[config.mk]
export PLATFORM = sky130hd
export DESIGN_NAME = wdt_ctrl
export DESIGN_NICKNAME = d
export VERILOG_FILES = /design/src/rtl/wdt_pkg.sv /design/src/rtl/wdt_timebase.sv /design/src/rtl/wdt_guard.sv /design/src/rtl/wdt_ctrl.sv
export SDC_FILE = /design/constraint.sdc
export NUM_CORES = 1
export LEC_CHECK = 0
export BUFFER_PORTS_ARGS = -buffer_cell sky130_fd_sc_hd__buf_2
export CAP_MARGIN = 20
export CORE_UTILIZATION = 40
export DETAILED_ROUTE_END_ITERATION = 16
export GPL_TIMING_DRIVEN = 0
export PLACE_DENSITY = 0.63
export SLEW_MARGIN = 40
export SYNTH_ARGS = -nofsm -noshare
export SYNTH_HDL_FRONTEND = slang
export SYNTH_SLANG_ARGS = --single-unit
[constraint.sdc]
create_clock -name clk -period 4 [get_ports clk]
set_input_delay 1.2 -clock clk [delete_from_list [all_inputs] [get_ports clk]]
set_output_delay 1.2 -clock clk [all_outputs]
set_load 0.005 [all_outputs]
[src/rtl/wdt_pkg.sv]
package wdt_pkg;
    localparam int SEL_W     = 4;
    localparam int BIT_FLAG  = 7;
    localparam int BIT_IE    = 6;
    localparam int BIT_SELHI = 5;
    localparam int BIT_CE    = 4;
    localparam int BIT_RE    = 3;

    typedef enum logic [1:0] {
        MODE_OFF  = 2'b00,
        MODE_IRQ  = 2'b01,
        MODE_RST  = 2'b10,
        MODE_BOTH = 2'b11
    } wd_mode_e;

    typedef enum logic {
        WD_RUN  = 1'b0,
        WD_FIRE = 1'b1
    } wd_state_e;

    typedef enum logic {
        PROT_LOCKED = 1'b0,
        PROT_OPEN   = 1'b1
    } prot_state_e;
endpackage

[src/rtl/wdt_timebase.sv]
module wdt_timebase #(
    parameter int BASE_EXP = 11,
    parameter int MAX_SEL  = 9
) (
    input  logic                     clk,
    input  logic                     rst_n,
    input  logic                     run,
    input  logic                     tick,
    input  logic                     kick,
    input  logic [wdt_pkg::SEL_W-1:0] sel,
    output logic                     timeout
);
    localparam int CNT_W = BASE_EXP + MAX_SEL;

    logic [CNT_W-1:0]         cnt_q;
    logic [CNT_W-1:0]         limit;
    logic [CNT_W:0]           span;
    logic [wdt_pkg::SEL_W-1:0] eff;
    logic                     at_end;

    always_comb begin
        eff    = (sel > wdt_pkg::SEL_W'(MAX_SEL)) ? wdt_pkg::SEL_W'(MAX_SEL) : sel;
        span   = (CNT_W + 1)'(1) << (BASE_EXP + int'(eff));
        limit  = CNT_W'(span - 1'b1);
        at_end = (cnt_q >= limit);
    end

    assign timeout = run && !kick && tick && at_end;

    always_ff @(posedge clk) begin
        if (!rst_n) begin
            cnt_q <= '0;
        end else if (kick || !run) begin
            cnt_q <= '0;
        end else if (tick) begin
            if (at_end) cnt_q <= '0;
            else        cnt_q <= cnt_q + 1'b1;
        end
    end

    assert_wrap_R2: assert property (@(posedge clk) disable iff (!rst_n)
        timeout |=> (cnt_q == '0));
    assert_kick_clear_R5: assert property (@(posedge clk) disable iff (!rst_n)
        kick |=> (cnt_q == '0));
    assert_idle_hold_R12: assert property (@(posedge clk) disable iff (!rst_n)
        !run |=> (cnt_q == '0));
    assert_tick_gate_R11: assert property (@(posedge clk) disable iff (!rst_n)
        (!tick && run && !kick) |=> $stable(cnt_q));
endmodule

[src/rtl/wdt_guard.sv]
module wdt_guard #(
    parameter int WIN = 4
) (
    input  logic clk,
    input  logic rst_n,
    input  logic wr_en,
    input  logic unlock_req,
    output logic win_open
);
    import wdt_pkg::*;
    localparam int LEFT_W = $clog2(WIN + 1);

    prot_state_e       state_q, state_d;
    logic [LEFT_W-1:0] left_q, left_d;

    always_ff @(posedge clk) begin
        if (!rst_n) begin
            state_q <= PROT_LOCKED;
            left_q  <= '0;
        end else begin
            state_q <= state_d;
            left_q  <= left_d;
        end
    end

    always_comb begin
        state_d = state_q;
        left_d  = left_q;
        unique case (state_q)
            PROT_LOCKED: begin
                if (unlock_req) begin
                    state_d = PROT_OPEN;
                    left_d  = LEFT_W'(WIN);
                end
            end
            PROT_OPEN: begin
                if (wr_en || left_q == LEFT_W'(1)) begin
                    state_d = PROT_LOCKED;
                    left_d  = '0;
                end else begin
                    left_d = left_q - 1'b1;
                end
            end
        endcase
    end

    assign win_open = (state_q == PROT_OPEN);

    assert_window_bound_R10: assert property (@(posedge clk) disable iff (!rst_n)
        (state_q == PROT_OPEN) |-> (left_q >= LEFT_W'(1) && left_q <= LEFT_W'(WIN)));
    assert_window_expire_R10: assert property (@(posedge clk) disable iff (!rst_n)
        (state_q == PROT_OPEN && !wr_en && left_q == LEFT_W'(1)) |=> (state_q == PROT_LOCKED));
    assert_window_close_R10: assert property (@(posedge clk) disable iff (!rst_n)
        (state_q == PROT_OPEN && wr_en) |=> (state_q == PROT_LOCKED));
endmodule

[src/rtl/wdt_ctrl.sv]
module wdt_ctrl #(
    parameter int   BASE_EXP = 11,
    parameter int   MAX_SEL  = 9,
    parameter int   WIN      = 4,
    parameter logic RE_INIT  = 1'b0
) (
    input  logic       clk,
    input  logic       rst_n,
    input  logic       tick_en,
    input  logic       wr_en,
    input  logic [7:0] wr_data,
    output logic [7:0] rd_data,
    input  logic       kick,
    input  logic       gie,
    input  logic       irq_ack,
    output logic       irq_req,
    output logic       rst_req
);
    import wdt_pkg::*;

    logic             flag_q, flag_d;
    logic             ie_q, ie_d;
    logic             re_q, re_d;
    logic [SEL_W-1:0] sel_q, sel_d;
    wd_state_e        state_q, state_d;
    wd_mode_e         mode;
    logic             timeout;
    logic             win_open;
    logic             unlock_req;
    logic             run;

    assign mode       = wd_mode_e'({re_q, ie_q});
    assign run        = (ie_q || re_q) && (state_q == WD_RUN);
    assign unlock_req = wr_en && wr_data[BIT_CE] && wr_data[BIT_RE];

    wdt_timebase #(
        .BASE_EXP (BASE_EXP),
        .MAX_SEL  (MAX_SEL)
    ) i_timebase (
        .clk     (clk),
        .rst_n   (rst_n),
        .run     (run),
        .tick    (tick_en),
        .kick    (kick),
        .sel     (sel_q),
        .timeout (timeout)
    );

    wdt_guard #(
        .WIN (WIN)
    ) i_guard (
        .clk        (clk),
        .rst_n      (rst_n),
        .wr_en      (wr_en),
        .unlock_req (unlock_req),
        .win_open   (win_open)
    );

    // State register process
    always_ff @(posedge clk) begin
        if (!rst_n) begin
            state_q <= WD_RUN;
            flag_q  <= 1'b0;
            ie_q    <= 1'b0;
            re_q    <= RE_INIT;
            sel_q   <= '0;
        end else begin
            state_q <= state_d;
            flag_q  <= flag_d;
            ie_q    <= ie_d;
            re_q    <= re_d;
            sel_q   <= sel_d;
        end
    end

    // Next-state logic: clears first, hardware events, then software writes
    always_comb begin
        state_d = state_q;
        flag_d  = flag_q;
        ie_d    = ie_q;
        re_d    = re_q;
        sel_d   = sel_q;

        if (irq_ack || (wr_en && wr_data[BIT_FLAG])) flag_d = 1'b0;

        unique case (mode)
            MODE_OFF: begin
            end
            MODE_IRQ: begin
                if (timeout) flag_d = 1'b1;
            end
            MODE_RST: begin
                if (timeout) state_d = WD_FIRE;
            end
            MODE_BOTH: begin
                if (irq_ack) ie_d = 1'b0;
                if (timeout) begin
                    if (flag_q) state_d = WD_FIRE;
                    flag_d = 1'b1;
                end
            end
        endcase

        if (wr_en) begin
            ie_d = wr_data[BIT_IE];
            if (win_open) begin
                re_d  = wr_data[BIT_RE];
                sel_d = {wr_data[BIT_SELHI], wr_data[2:0]};
            end else begin
                re_d  = re_q || wr_data[BIT_RE];
            end
        end
    end

    // Output process
    always_comb begin
        rst_req = (state_q == WD_FIRE);
        irq_req = flag_q && ie_q && gie;
        rd_data = {flag_q, ie_q, sel_q[3], win_open, re_q, sel_q[2:0]};
    end

    assert_flag_on_timeout_R2: assert property (@(posedge clk) disable iff (!rst_n)
        (timeout && ie_q) |=> flag_q);
    assert_ack_clears_R4: assert property (@(posedge clk) disable iff (!rst_n)
        (irq_ack && !timeout) |=> !flag_q);
    assert_kick_keeps_flag_R5: assert property (@(posedge clk) disable iff (!rst_n)
        (kick && !irq_ack && !(wr_en && wr_data[BIT_FLAG])) |=> (flag_q == $past(flag_q)));
    assert_fire_hold_R6: assert property (@(posedge clk) disable iff (!rst_n)
        rst_req |=> rst_req);
    assert_no_gie_no_irq_R3: assert property (@(posedge clk) disable iff (!rst_n)
        !gie |-> !irq_req);
    assert_re_sticky_R10: assert property (@(posedge clk) disable iff (!rst_n)
        (re_q && !win_open) |=> re_q);
    assert_sel_locked_R10: assert property (@(posedge clk) disable iff (!rst_n)
        !win_open |=> $stable(sel_q));
    assert_off_quiet_R12: assert property (@(posedge clk) disable iff (!rst_n)
        (!ie_q && !re_q && state_q == WD_RUN) |=> !rst_req);
endmodule

==> impl_results.md, run 1 <==
* Pre-antenna DRT Iters at 4
* Sum Neg Setup Slack at 0 ps
* HP Class: register to register
* Synth-to-Final Area Change at 15.2%
* Rows at 26
* Initial DRC count at 62
* Reg-to-reg startpoint: sel_q[3]
* CP Launch Type: input port
* Residual DRC at 0
* Initial antenna violation count at 0
* Final setup margin at 1230 ps
* Cells after Synth at 251
* Hpwl dp at 3.15 mm
* Slew Viols, Final at 0
* Chip Width at 74.8 µm
* I/O pins at 25
* Clock slew seen by the registers of the worst setup and hold paths at 70 ps
* Final hold vios at 0
* Lkg Pwr at 1.04 nW
* R2R depth at 11
* Vias in the first global route at 1635
* Clock tree from TritonCTS: done
* Final WL at 4.07 mm
* Final worst path period share at 69.2%
* Largest fanout on the critical path at 1
* Ant. Diodes at 0
* HP Start: rst_req
* Die ar. at 5600 µm²
* CTS buffer count at 5
* Antenna-violating nets left at 0
* Clk sink count at 32
* Hold Crit Endpoint: rst_req
* EDFF count, synth at 0
* Share of cells above drive strength 1 at 20.2%
* Clock Tree Root: clkbuf_8
* PwrDens at 271 nW/µm²
* Async S/R FF share, synth at 0%
* Seq/Total Area, Yosys at 30.2%
* Hold-critical path depth at 1
* IO Port Bufs at 24
* Syn Area/Cell at 8.45 µm²
* Cts repair resizes at 0
* R2r setup slk at 1360 ps
* Worst r2r dst: i_timebase.cnt_q[18]
* Max frequency at 0.361 GHz
* Chip height at 74.8 µm
* Fillers at 531
* CTS Buffer Depth at 2
* Critical path arrival at 1570 ps
* Yosys cell types at 45
* Vias post-DR at 1748
* VDD IR max at 121 µV
* Worst slack, placed at 1230 ps
* Status: finished, final reports clean
* Final Wtd Congestion at 0.759
* Crit path kind: input port to output pin
* Vias/cell at 4.90
* Gr usage total at 16.8%
* Required time of the critical path at 2800 ps
* Gr ovfl total at 0
* Mapped Area at 2120 µm²
* Max-cap violations at 0
* Tmin final at 2770 ps
* Clk Latency, worst-skew pair at 280 ps
* Synth Warn # at 0
* Post-CTS Repair Setup Buffers at 0
* Largest net degree at the start of global routing at 11
* Initial Utilization at 41.5%
* H-tree levels at 2
* CTS Hold Buffers Added at 0
* Core area at 5110 µm²
* Top FF cell, synth: dfxtp_1
* # setup viols final at 0
* First-pass GRT wire length at 7.20 mm
* RSZ-0062 raised after global routing: no
* Yosys reg bits at 32
* Fin Clk Skew at 7.35 ps
* Nets at 326
* Worst Setup End Kind: output pin
* Avg WL per Cell at 11.4 µm
[metrics by stage]
| stage | instance area, µm² | std cells | total power [mW] | hold slack, ps | utilization [%] |
|---|---|---|---|---|---|
| after floorplan | 2140 | 256 | 0.377 | 487 | - |
| after global placement | 2350 | 350 | 0.396 | 482 | 46.0 |
| after detailed placement | 2350 | 350 | 0.397 | 493 | 46.0 |
| after CTS | 2440 | 357 | 0.670 | 512 | 47.8 |
| after global routing | 2440 | 357 | 0.694 | 534 | 47.8 |
| final | 2440 | 357 | 0.662 | 507 | 47.8 |
[cells by family after synthesis]
kind of cell	count (synthesis)	share of synthesized area [%]
simple gates	105	26.3
compound gates	48	16.2
flops	32	30.2
fa+ha+maj	24	14.2
buf+inv	22	5.31
xor+xnor	17	7.02
other cells	2	0.354
mux	1	0.472
[per-layer routing]
metal,share of wire (%),up-vias,track usage [%]
li1,-,932,-
met2,47,22,27.1
met3,3.4,4,4.42
met1,49,790,21.7
met4,0.74,0,5.66
met5,0,-,0
[worst max-delay path: stages]
cell	delay (ps)
buf_2	90
and3_1	160
buf_2	120
[sequential cells by signal, indices dropped and copies added, names as in the netlist]
name              flops
i_timebase.cnt_q     20
ie_q                  1
re_q                  1
flag_q                1
i_guard.win_open      1
i_guard.left_q        3
rst_req               1
sel_q                 4
[synthesized netlist by cell type, types with 2 or more instances]
library cell	count	area, µm²
dfxtp_1	32	641
a22oi_1	2	15.0
and3_1	5	31.3
nand3b_1	2	15.0
and2_1	3	18.8
buf_4	5	37.5
clkbuf_1	5	18.8
ha_1	24	300
nand2b_1	4	25.0
and4_4	2	22.5
nor2_2	9	56.3
nand3_1	17	85.1
a21boi_0	4	30.0
nor2b_1	3	18.8
a21o_1	3	22.5
nand4_1	6	37.5
nand2_1	25	93.8
a31oi_1	2	12.5
inv_1	11	41.3
xor2_1	10	87.6
nor2_1	19	71.3
nor3_2	2	20.0
xnor2_1	7	61.3
o21ai_0	7	35.0
o21a_1	4	30.0
nor3_1	2	10.0
a21oi_1	16	80.1
conb_1	2	7.51
or2_2	2	12.5
[worst max path at each step]
stage	startpoint	end	depth (start not counted)
after floorplan	gie	irq_req	1
after global placement	gie	irq_req	3
after detailed placement	gie	irq_req	3
after CTS	gie	irq_req	3
after global routing	sel_q[1]	i_timebase.cnt_q[7]	11
final	gie	irq_req	3
[layout by cell type (no fill, tap or decap), drive strengths merged, types with 3 or more instances in the layout]
cell type,synthesis,routed
o21ai,8,8
conb,2,7
o21a,4,4
ha,24,24
xnor2,7,7
nand3,17,17
xor2,10,10
clkbuf,5,12
and3,5,5
nor2b,3,3
nand2,26,26
and2,3,3
nor2,29,29
a21boi,4,4
buf,6,30
a31oi,3,3
a21o,3,3
nand2b,4,4
nand4,6,6
inv,11,11
a21oi,16,16
nor3,4,4
dfxtp,32,32
[layout make-up]
class	instances	area, µm²	share of cell area [%]
inverters	11	41.3	1.69
repair buffers	24	120	4.92
flip-flops and latches	32	641	26.2
well taps	70	87.6	3.58
clock buffers	7	96.3	3.94
multi-input cells	202	1390	56.7
plain buffers	11	71.3	2.92
[report_power, final]
part           internal, mW  switching, mW
registers             0.322        0.00437
clock network         0.153          0.118
logic                0.0292         0.0344
Power figures use the tool's default switching activity.
==> run 2: changes to the inputs <==
--- a/config.mk
+++ b/config.mk
@@ -10,7 +10,7 @@
 export CORE_UTILIZATION = 40
 export DETAILED_ROUTE_END_ITERATION = 16
 export GPL_TIMING_DRIVEN = 0
-export PLACE_DENSITY = 0.63
+export PLACE_DENSITY = 0.66
 export SLEW_MARGIN = 40
 export SYNTH_ARGS = -nofsm -noshare
 export SYNTH_HDL_FRONTEND = slang
==> constraint.sdc (replaced) <==
create_clock -name clk -period 2.4 [get_ports clk]
set_input_delay 0.72 -clock clk [delete_from_list [all_inputs] [get_ports clk]]
set_output_delay 0.72 -clock clk [all_outputs]
set_load 0.005 [all_outputs]
==> impl_results.md, run 2 (synthesis results as in run 1) <==
* Antenna-violating nets left at 0
* Final setup margin at -34.1 ps
* Rows at 26
* Worst setup startpoint: sel_q[2]
* First-pass GRT wire length at 7.59 mm
* RSZ-0062 raised after global routing: yes
* Required time of the critical path at 2560 ps
* Final Wtd Congestion at 0.759
* R2R depth at 13
* Worst hold slack at 504 ps
* Pre-antenna DRT Iters at 4
* Vias post-DR at 1833
* Hpwl dp at 3.11 mm
* Initial DRC count at 39
* Share of cells above drive strength 1 at 28.4%
* Clock power frac at 45.6%
* Status: finished with violations
* Initial antenna violation count at 0
* H-tree levels at 2
* Die ar. at 5600 µm²
* Logic pwr share at 10.4%
* Clk sink count at 32
* Initial Utilization at 41.5%
* Largest registers: i_timebase.cnt_q: 20 flops, sel_q: 4 flops, i_guard.left_q: 3 flops
* Most used cell along the critical path: nor2_4
* Nets at 337
* Core area at 5110 µm²
* Final WL at 4.42 mm
* Most frequent cells in the layout: dfxtp_1 (28), nand2_1 (24), ha_1 (24), buf_2 (24), nand3_1 (17)
* HP Class: register to register
* Largest Register: i_timebase.cnt_q
* Largest net degree at the start of global routing at 11
* Crit path buffers/inverters at 3
* CTS Buffer Depth at 2
* Ant. Diodes at 0
* Clk Latency, worst-skew pair at 280 ps
* Max-cap violations at 0
* Critical path arrival at 2600 ps
* Max frequency at 0.411 GHz
* Worst Setup End Kind: register
* Crit-path slowest cell: dfxtp_4
* Largest delay share family, worst path: simple AND/OR/NAND/NOR gates
* Lkg Pwr at 1.13 nW
* Worst slack, placed at -285 ps
* Synth-to-Final Area Change at 25.9%
* R2r setup slk at -30 ps
* Hold-critical path depth at 1
* IO Port Bufs at 24
* Transition time of the tightest slew-check pin at 525 ps
* Tmin final at 2430 ps
* Reg-to-reg startpoint: sel_q[2]
* Hold Crit Endpoint: rst_req
* Clock slew seen by the registers of the worst setup and hold paths at 70 ps
* Slew margin rel. at 64.6%
* Fillers at 481
* Vias in the first global route at 1720
* CP Launch Type: register
* PwrDens at 463 nW/µm²
* Worst stage delay on the critical path at 370 ps
* Chip height at 74.8 µm
* HP Start: rst_req
* Clock Tree Root: clkbuf_8
* P_sw at 272 µW
* Flop pwr share at 43.9%
* Gr ovfl total at 0
* Residual DRC at 0
* Clock tree from TritonCTS: done
* Internal power at 964 µW
* Sw Share at 22.0%
* CP cell instances: or2_4, nor2_4, mux2i_1, ha_1, and4_4, nand2_4, a21oi_4, a2111oi_4, buf_4, a31oi_4, buf_6, buf_8, nor2_4
* Vias/cell at 4.97
* VDD IR max at 269 µV
* Slew Viols, Final at 0
* Largest fanout on the critical path at 7
* Worst r2r dst: i_timebase.cnt_q[8]
* Crit path kind: register to register
* Fin Clk Skew at 7.89 ps
* Gr usage total at 17.6%
* Chip Width at 74.8 µm
* Final hold vios at 0
* # setup viols final at 7
* Final worst path period share at 101%
* Avg WL per Cell at 12.0 µm
* CTS buffer count at 5
* I/O pins at 25
* Commonest non-fill, non-tap cell in the layout: dfxtp_1
* Max reg flops at 20
* Failing checks: negative setup slack
-- run 2: repair_timing --
item	CTS	global route
buffers inserted	7	4
hold buffers	0	0
gates cloned	1	0
pin swaps	4	4
resized for setup	14	15
setup endpoints to repair	22	21
-- run 2: worst register-to-register path, stage by stage, from the launching register on --
cell       delay, ps
dfxtp_4          370
or2_4            280
nor2_4            80
mux2i_1          230
ha_1             160
and4_4           210
nand2_4           70
a21oi_4          140
a2111oi_4         40
buf_4            160
a31oi_4          250
buf_6            150
buf_8            130
nor2_4            40
-- run 2: power by group through the flow --
stage / combinational, mW / sequential, mW / clock (mW)
after detailed placement: 0.105 / 0.557 / 0
after CTS: 0.120 / 0.544 / 0.578
final: 0.129 / 0.543 / 0.564
after global placement: 0.103 / 0.556 / 0
after global routing: 0.145 / 0.545 / 0.603
after floorplan: 0.0744 / 0.555 / 0
-- run 2: area by class of cell --
class                   count  area, µm²  area share (%)
multi-input cells         202       1460            54.7
flip-flops and latches     32        651            24.4
repair buffers             36        235            8.81
clock buffers               7       96.3            3.61
well taps                  70       87.6            3.28
plain buffers              10       67.6            2.53
inverters                  11       41.3            1.55
clock inverters             1       30.0            1.12
-- run 2: through the flow --
step	setup TNS (ps)	power, mW	util [%]	instances	cell area, µm²
2_1_floorplan	0	0.629	-	256	2140
3_3_place_gp	-3360	0.660	46.0	350	2350
3_5_place_dp	-4240	0.662	46.0	350	2350
4_1_cts	0	1.24	50.7	365	2590
5_1_grt	-2300	1.29	52.3	369	2670
6_report	-192	1.24	52.3	369	2670
-- run 2: how the worst max path moves through the flow --
stage,to,slack (ps),cells after the start
2_1_floorplan,rst_req,10,10
3_3_place_gp,i_timebase.cnt_q[17],-240,11
3_5_place_dp,i_timebase.cnt_q[8],-280,11
4_1_cts,i_timebase.cnt_q[8],3,13
5_1_grt,i_timebase.cnt_q[10],-180,13
6_report,i_timebase.cnt_q[8],-30,13
-- run 2: routing by layer --
layer	vias to the layer above	track usage, %	wire length [µm]
met5	-	0	0
met4	0	4.82	22
met3	2	3.61	126
met2	23	29.5	2200
met1	855	23.1	2070
li1	953	-	-
